## src/rtl/dcb_pkg.sv

```systemverilog
package dcb_pkg;

    typedef enum logic {
        CH_A = 1'b0,
        CH_B = 1'b1
    } chan_e;

    typedef struct packed {
        logic cs_n;
        logic rd_n;
        logic wr_n;
        logic sel_dac;
        logic sel_chb;
    } bus_ctl_t;

    typedef struct packed {
        logic  dac_load;
        logic  conv_start;
        logic  int_release;
        logic  read_en;
        chan_e chan;
    } bus_evt_t;

    localparam bus_ctl_t CTL_IDLE = '{cs_n: 1'b1, rd_n: 1'b1, wr_n: 1'b1,
                                      sel_dac: 1'b0, sel_chb: 1'b0};

    function automatic logic [31:0] mid_code(input int unsigned width);
        return 32'd1 << (width - 1);
    endfunction

endpackage

```

## src/rtl/dcb_sync.sv

```systemverilog
module dcb_sync #(
    parameter int          W       = 1,
    parameter int          STAGES  = 2,
    parameter logic [W-1:0] RST_VAL = '0
) (
    input  logic         clk,
    input  logic         rst,
    input  logic [W-1:0] d,
    output logic [W-1:0] q
);
    logic [W-1:0] stg [STAGES];

    genvar i;
    generate
        for (i = 0; i < STAGES; i++) begin : g_stage
            if (i == 0) begin : g_first
                always_ff @(posedge clk) begin
                    if (rst) stg[0] <= RST_VAL;
                    else     stg[0] <= d;
                end
            end else begin : g_rest
                always_ff @(posedge clk) begin
                    if (rst) stg[i] <= RST_VAL;
                    else     stg[i] <= stg[i-1];
                end
            end
        end
    endgenerate

    assign q = stg[STAGES-1];
endmodule

```

## src/rtl/dcb_decode.sv

```systemverilog
module dcb_decode
    import dcb_pkg::*;
(
    input  logic     clk,
    input  logic     rst,
    input  bus_ctl_t ctl,
    output bus_evt_t evt
);
    logic prev_rd_n;
    logic prev_wr_n;

    always_ff @(posedge clk) begin
        if (rst) begin
            prev_rd_n <= 1'b1;
            prev_wr_n <= 1'b1;
        end else begin
            prev_rd_n <= ctl.rd_n;
            prev_wr_n <= ctl.wr_n;
        end
    end

    logic selected;
    logic adc_side;
    logic wr_rise;
    logic wr_fall;
    logic rd_fall;

    always_comb begin
        selected = ~ctl.cs_n;
        adc_side = selected & ~ctl.sel_dac;
        wr_rise  = ctl.wr_n & ~prev_wr_n;
        wr_fall  = ~ctl.wr_n & prev_wr_n;
        rd_fall  = ~ctl.rd_n & prev_rd_n;

        evt.dac_load    = selected & ctl.sel_dac & wr_rise;
        evt.conv_start  = adc_side & wr_rise;
        evt.int_release = adc_side & (wr_fall | rd_fall);
        evt.read_en     = adc_side & ~ctl.rd_n;
        evt.chan        = chan_e'(ctl.sel_chb);
    end
endmodule

```

## src/rtl/dcb_conv.sv

```systemverilog
module dcb_conv
    import dcb_pkg::*;
#(
    parameter int W   = 8,
    parameter int LAT = 16
) (
    input  logic         clk,
    input  logic         rst,
    input  logic         start,
    input  chan_e        chan,
    input  logic         release_irq,
    input  logic [W-1:0] samp_a,
    input  logic [W-1:0] samp_b,
    output logic [W-1:0] result,
    output logic         int_n
);
    localparam int          CW    = (LAT > 1) ? $clog2(LAT) : 1;
    localparam logic [CW-1:0] LOAD  = CW'(LAT - 1);
    localparam logic [W-1:0]  MID   = W'(mid_code(W));

    logic          busy;
    logic [CW-1:0] remain;
    chan_e         cur_ch;
    logic          finish;

    assign finish = busy & (remain == '0) & ~start;

    always_ff @(posedge clk) begin
        if (rst) begin
            busy   <= 1'b0;
            remain <= '0;
            cur_ch <= CH_A;
            result <= MID;
        end else if (start) begin
            busy   <= 1'b1;
            remain <= LOAD;
            cur_ch <= chan;
        end else if (busy) begin
            if (remain == '0) begin
                busy   <= 1'b0;
                result <= (cur_ch == CH_B) ? samp_b : samp_a;
            end else begin
                remain <= remain - 1'b1;
            end
        end
    end

    always_ff @(posedge clk) begin
        if (rst)              int_n <= 1'b1;
        else if (finish)      int_n <= 1'b0;
        else if (release_irq) int_n <= 1'b1;
    end
endmodule

```

## src/rtl/dcb_dac_regs.sv

```systemverilog
module dcb_dac_regs
    import dcb_pkg::*;
#(
    parameter int W   = 8,
    parameter int NCH = 2
) (
    input  logic                  clk,
    input  logic                  rst,
    input  logic                  load,
    input  chan_e                 chan,
    input  logic [W-1:0]          din,
    output logic [NCH-1:0][W-1:0] codes
);
    localparam logic [W-1:0] MID = W'(mid_code(W));

    genvar c;
    generate
        for (c = 0; c < NCH; c++) begin : g_ch
            always_ff @(posedge clk) begin
                if (rst)
                    codes[c] <= MID;
                else if (load && (int'(chan) == c))
                    codes[c] <= din;
            end
        end
    endgenerate
endmodule

```

## src/rtl/dualconv_bus.sv

```systemverilog
module dualconv_bus
    import dcb_pkg::*;
#(
    parameter int DATA_W      = 8,
    parameter int CONV_CYCLES = 16,
    parameter int SYNC_STAGES = 2
) (
    input  logic              clk,
    input  logic              rst,
    input  logic              cs_n,
    input  logic              rd_n,
    input  logic              wr_n,
    input  logic              sel_dac,
    input  logic              sel_chb,
    input  logic [DATA_W-1:0] data_in,
    output logic [DATA_W-1:0] data_out,
    output logic              data_oe,
    input  logic [DATA_W-1:0] samp_a,
    input  logic [DATA_W-1:0] samp_b,
    output logic [DATA_W-1:0] dac_a_code,
    output logic [DATA_W-1:0] dac_b_code,
    output logic              int_n
);
    localparam int CTL_W  = $bits(bus_ctl_t);
    localparam int BUS_W  = CTL_W + DATA_W;
    localparam int NCH    = 2;

    bus_ctl_t          raw_ctl;
    bus_ctl_t          s_ctl;
    logic [DATA_W-1:0] s_data;
    logic [BUS_W-1:0]  sync_q;
    bus_evt_t          evt;
    logic [DATA_W-1:0] result;
    logic [NCH-1:0][DATA_W-1:0] codes;

    always_comb begin
        raw_ctl.cs_n    = cs_n;
        raw_ctl.rd_n    = rd_n;
        raw_ctl.wr_n    = wr_n;
        raw_ctl.sel_dac = sel_dac;
        raw_ctl.sel_chb = sel_chb;
    end

    dcb_sync #(
        .W       (BUS_W),
        .STAGES  (SYNC_STAGES),
        .RST_VAL ({CTL_IDLE, {DATA_W{1'b0}}})
    ) u_sync (
        .clk (clk),
        .rst (rst),
        .d   ({raw_ctl, data_in}),
        .q   (sync_q)
    );

    assign s_ctl  = bus_ctl_t'(sync_q[BUS_W-1:DATA_W]);
    assign s_data = sync_q[DATA_W-1:0];

    dcb_decode u_decode (
        .clk (clk),
        .rst (rst),
        .ctl (s_ctl),
        .evt (evt)
    );

    dcb_dac_regs #(
        .W   (DATA_W),
        .NCH (NCH)
    ) u_dac (
        .clk   (clk),
        .rst   (rst),
        .load  (evt.dac_load),
        .chan  (evt.chan),
        .din   (s_data),
        .codes (codes)
    );

    dcb_conv #(
        .W   (DATA_W),
        .LAT (CONV_CYCLES)
    ) u_conv (
        .clk         (clk),
        .rst         (rst),
        .start       (evt.conv_start),
        .chan        (evt.chan),
        .release_irq (evt.int_release),
        .samp_a      (samp_a),
        .samp_b      (samp_b),
        .result      (result),
        .int_n       (int_n)
    );

    assign dac_a_code = codes[0];
    assign dac_b_code = codes[1];
    assign data_oe    = evt.read_en;
    assign data_out   = evt.read_en ? result : '0;
endmodule

```

## config.mk

```make
export PLATFORM = sky130hd
export DESIGN_NAME = dualconv_bus
export DESIGN_NICKNAME = d
export VERILOG_FILES = /design/src/rtl/dcb_pkg.sv /design/src/rtl/dcb_sync.sv /design/src/rtl/dcb_decode.sv /design/src/rtl/dcb_conv.sv /design/src/rtl/dcb_dac_regs.sv /design/src/rtl/dualconv_bus.sv
export SDC_FILE = /design/constraint.sdc
export NUM_CORES = 1
export LEC_CHECK = 0
export ABC_CLOCK_PERIOD_IN_PS = 1700
export CORE_MARGIN = 8
export CORE_UTILIZATION = 42
export CTS_CLUSTER_SIZE = 30
export DETAILED_ROUTE_END_ITERATION = 8
export PLACE_DENSITY = 0.8
export SLEW_MARGIN = 20
export SYNTH_ARGS = -nofsm -noshare
export SYNTH_HDL_FRONTEND = slang
export SYNTH_SLANG_ARGS = --single-unit
export TNS_END_PERCENT = 10
```

## constraint.sdc

```tcl
create_clock -name clk -period 1.7 [get_ports clk]
set_input_delay 0.34 -clock clk [delete_from_list [all_inputs] [get_ports clk]]
set_output_delay 0.34 -clock clk [all_outputs]
set_load 0.01 [all_outputs]
```

Word-level counts from Yosys, hierarchy flattened --
Memory sizes are Yosys's and may differ from the RTL's. Index checks and enable logic that the tools add are counted.
Word-level totals: bits in registers 33, bits in writable memories 26, input bits 31, output and inout port bits 26, logic and storage cells 55, memories kept 1
Operators by class: add/subtract/negate cells 1, eq/ne operators 1, multiplexer cells 15, bitwise operators 21, reductions and logical operators 7
Memories:
- u_sync.stg | words 2, width 13, rd ports 2, clocked after memory_dff 0, write ports 2, line dcb_sync.sv:11 | logic [W-1:0] stg [STAGES];
Operators by type and width (count):
- 13-bit 2-to-1 mux | 2
- 8-bit 2-to-1 mux | 2
- 4-bit 2-to-1 mux | 3
- 1-bit bitwise AND | 11
- 1-bit 2-to-1 mux | 8
- 1-bit inverter | 7
- 4-bit zero test | 1
- 2-bit nonzero test | 2
- 4-bit by 1-bit subtractor with 4-bit output (second input constant) | 1
- 1-bit bitwise OR | 3
- 3-bit AND reduction | 1
- 1-bit logical AND | 2
- 2-bit by 1-bit != test with 1-bit output (second input constant) | 1
- 2-bit AND reduction | 1

Logic depth before layout (Yosys ltp) --
word-level depth 6, gate-level depth with buffers 8, gate-level depth less buffers 6

Modules after synthesis --
From an unflattened synthesis, not the netlist that was laid out.
Second synthesis, totals: cell total of the unflattened synthesis 216, area, all modules 2269.7 µm²
Modules (own cells, without submodules):
- dcb_conv | times used 1, cells an instance 79, area each 728.2 µm², sequential area each 300.3 µm²
- dcb_sync | times used 1, cells an instance 54, area each 706.9 µm², sequential area each 520.5 µm²
- dcb_dac_regs | times used 1, cells an instance 64, area each 666.9 µm², sequential area each 320.3 µm²
- dcb_decode | times used 1, cells an instance 11, area each 117.6 µm², sequential area each 40.0 µm²
- dualconv_bus | times used 1, cells an instance 8, area each 50.0 µm², sequential area each 0.0 µm²

Worst setup path after synthesis --
No wires, ideal clock.
path kind reg-to-reg, start point mem u_sync.stg[1][12] (netlist name), end point reg u_conv.result[7], setup time 0.120 ns, arrival time 1.632 ns, path slack -0.052 ns, cell stages (with the launch flop) 7, period minus slack after synthesis 1.752 ns, cells stage by stage dfxtp_1 -> or4b_1 -> buf_2 -> and4b_1 -> buf_6 -> buf_8 -> a211o_1
RTL lines:
- from (decl) | line dcb_sync.sv:11
- to (signal assigned) | line dcb_conv.sv:41 | result <= (cur_ch == CH_B) ? samp_b : samp_a;
- to (decl) | line dcb_conv.sv:14 | output logic [W-1:0] result,

==> impl_metrics.ini <==
[grt]
grt_pass1_vias = 1515
antenna_found_initial = 0
grt_max_degree = 29
grt-ovfl-total = 0
grt_usage = 0.1165
grt_pass1_wl_um = 6686

[clock_tree]
clock_latency_ns = 0.32
cts_hold_buf = 0
clk_pin_slew_ns = 0.06
root_buffer = clkbuf_8
htreeDepth = 3
clock-sinks = 59
postCtsSetupBuffers = 0
cts_made_buffers = 9
cts_tree = built
clockBufferDepth = 2

[power]
swShare = 0.1913
powerDensity_mw_per_mm2 = 991.0
p_leak_nw = 1.226
sequentialPowerShare = 0.479
vdd_drop_max_mv = 0.9115
p_switching_w = 0.0005701
clockPowerShare = 0.476
internal_power_w = 0.002410
p_comb_frac = 0.046

[route]
drc = 0
antenna_left = 0
viasPerCell = 4.538
drtIter0Drc = 62
vias = 1543
wl_um = 4200
drt_first_pass_iters = 4
wl_per_cell_um = 12.35

[yosys]
ys_top_cells_by_count = 59 x dfxtp_1, 24 x nor2b_1, 23 x nor2_1
ys.flop_type = dfxtp_1
yosysTopAreaCell = dfxtp_1
synth_most_common_cell = dfxtp_1
syn_nets = 229
synth_seq_cells = 59
synth_enable_flop_cells = 0
ys_types = 28
yosys_warnings = 0
async_flop_share = 0
syn-instance-count = 196
synthTopCellsByArea = dfxtp_1 57%, mux2i_1 11%, nor2b_1 7.2%
synth-seq-area-share = 0.5659
syn_area_per_cell_um2 = 10.65
synth_top_cell_area_share = 0.5659
synth.cell_area_mm2 = 0.002087

[placed_design]
placed_cells = 323
port_buffers = 56
hpwl_um = 3077
gp_congestion = 0.7232
placed_area_mm2 = 0.002789

[worst_setup_path]
cp_max_fo = 8
cp-start-kind = flip-flop
critical_path_class = reg -> reg
arrival_ns = 1.84
cp.required_ns = 1.89
end_kind = flip-flop
rr_worst_depth = 5

[finish]
final_area_mm2 = 0.003007
area_delta_synth_final_pct = 44.06
fin_nets = 301
drive_gt1_frac = 0.2161
diodes = 0
final_cells = 340
fillerInstances = 412

[die]
die_w_um = 86.49
core-area_mm2 = 0.004755
die-area_mm2 = 0.007481
initial_utilization = 0.4389
ios = 57
fp-row-count = 25
dieHeight_um = 86.49

[timing]
slew_headroom = 0.6623
fmax_mhz = 607.9
slew_viol_final = 0
min_period_ns = 1.645
rsz0062_at_grt = yes
skew_ns = 0.005104
setup_viol = 0
worst-slew-pin-transition_ns = 0.5066
finalCritPeriodShare = 0.9676
hold_violations = 0

[hold_path]
whs_path_depth = 1
hold_class = reg -> reg

[outcome]
status = completed

[run]
drv_cap = 0
==> critical path, cell delays in order (launching register included) <==
cell,delay [ns]
dfxtp_1,0.35
or4b_4,0.53
and4b_2,0.30
buf_4,0.17
nor2_1,0.11
a211oi_2,0.06
==> cell families (layout without fill, tap and decap cells) <==
group	Yosys count	after routing	share of synthesized area
simple gates	74	74	0.1984
flops	59	59	0.5659
mux	24	24	0.1163
compound gates	21	21	0.06595
buf+inv	15	92	0.03717
fa+ha+maj	2	2	0.01199
xor+xnor	1	1	0.004197
==> cell type report <==
class | instances | area [µm²] | area share
flip-flops and latches | 59 | 1186 | 0.3945
multi-input cells | 122 | 849.6 | 0.2826
repair buffers | 72 | 644.4 | 0.2143
clock buffers | 12 | 155.1 | 0.05160
well taps | 67 | 83.83 | 0.02788
clock inverters | 4 | 72.57 | 0.02414
inverters | 4 | 15.01 | 0.004994
==> registers in the layout, indices dropped and copies added, names as in the netlist <==
name / flops
u_decode.prev_wr_n: 1
u_decode.prev_rd_n: 1
u_conv.cur_ch: 1
u_conv.result: 8
u_conv.remain: 4
u_dac.codes: 16
u_conv.busy: 1
u_conv.int_n: 1
u_sync.stg: 26
==> power by group through the flow <==
stage                      logic, W  clock network, W  registers, W
after floorplan           0.0000513                 0       0.00145
after global placement     0.000134                 0       0.00146
after detailed placement   0.000137                 0       0.00146
after CTS                  0.000137           0.00145       0.00143
after global routing       0.000150           0.00153       0.00143
final                      0.000136           0.00142       0.00143
==> cells in the final DEF, fill, tap and decap left out, types with 3 or more instances in the layout <==
master / netlist / routed
or2_2: 8 / 8
nor2_1: 23 / 23
inv_1: 4 / 4
clkdlybuf4s50_1: 0 / 46
mux2i_1: 22 / 22
dfxtp_1: 59 / 57
buf_2: 2 / 10
nor2b_1: 24 / 24
a21oi_1: 8 / 8
a211oi_1: 7 / 6
buf_4: 0 / 13
clkbuf_8: 0 / 11
and2_1: 8 / 8
a211o_1: 3 / 3
==> final timing paths <==
| check | start | slack [ns] | endpoint |
|---|---|---|---|
| min reg2reg | u_sync.stg[0][11] | 0.40 | u_sync.stg[1][11] |
| max reg2reg | u_sync.stg[1][9] | 0.06 | u_conv.result[6] |
| max | u_sync.stg[1][9] | 0.06 | u_conv.result[6] |
| min | u_sync.stg[0][11] | 0.40 | u_sync.stg[1][11] |
==> layer usage <==
metal  up-vias  part of all wire  GRT usage
li1        796                 -          -
met4         0             0.015    0.04695
met5         -                 0          0
met1       689              0.47     0.1344
met2        51              0.44     0.1736
met3         7             0.076    0.06522
==> through the flow <==
step                      power (W)  setup TNS, ns  setup WS, ns  hold slack [ns]    util
after floorplan            0.001504       -0.04615      -0.04615           0.3895       -
after global placement     0.001589              0      0.001986           0.3924  0.5866
after detailed placement   0.001593       -0.07088      -0.01174           0.3936  0.5866
after CTS                  0.003016     -0.0005231    -0.0005231           0.4012  0.6379
after global routing       0.003111       -0.08486      -0.02295           0.4101  0.6324
final                      0.002980              0       0.05501           0.4003  0.6324
==> what timing repair did <==
action / CTS / global route
resized for setup: 28 / 17
setup endpoints to repair: 10 / 11
cloned: 0 / 1
pin swaps: 1 / 4
Power figures use the tool's default switching activity.
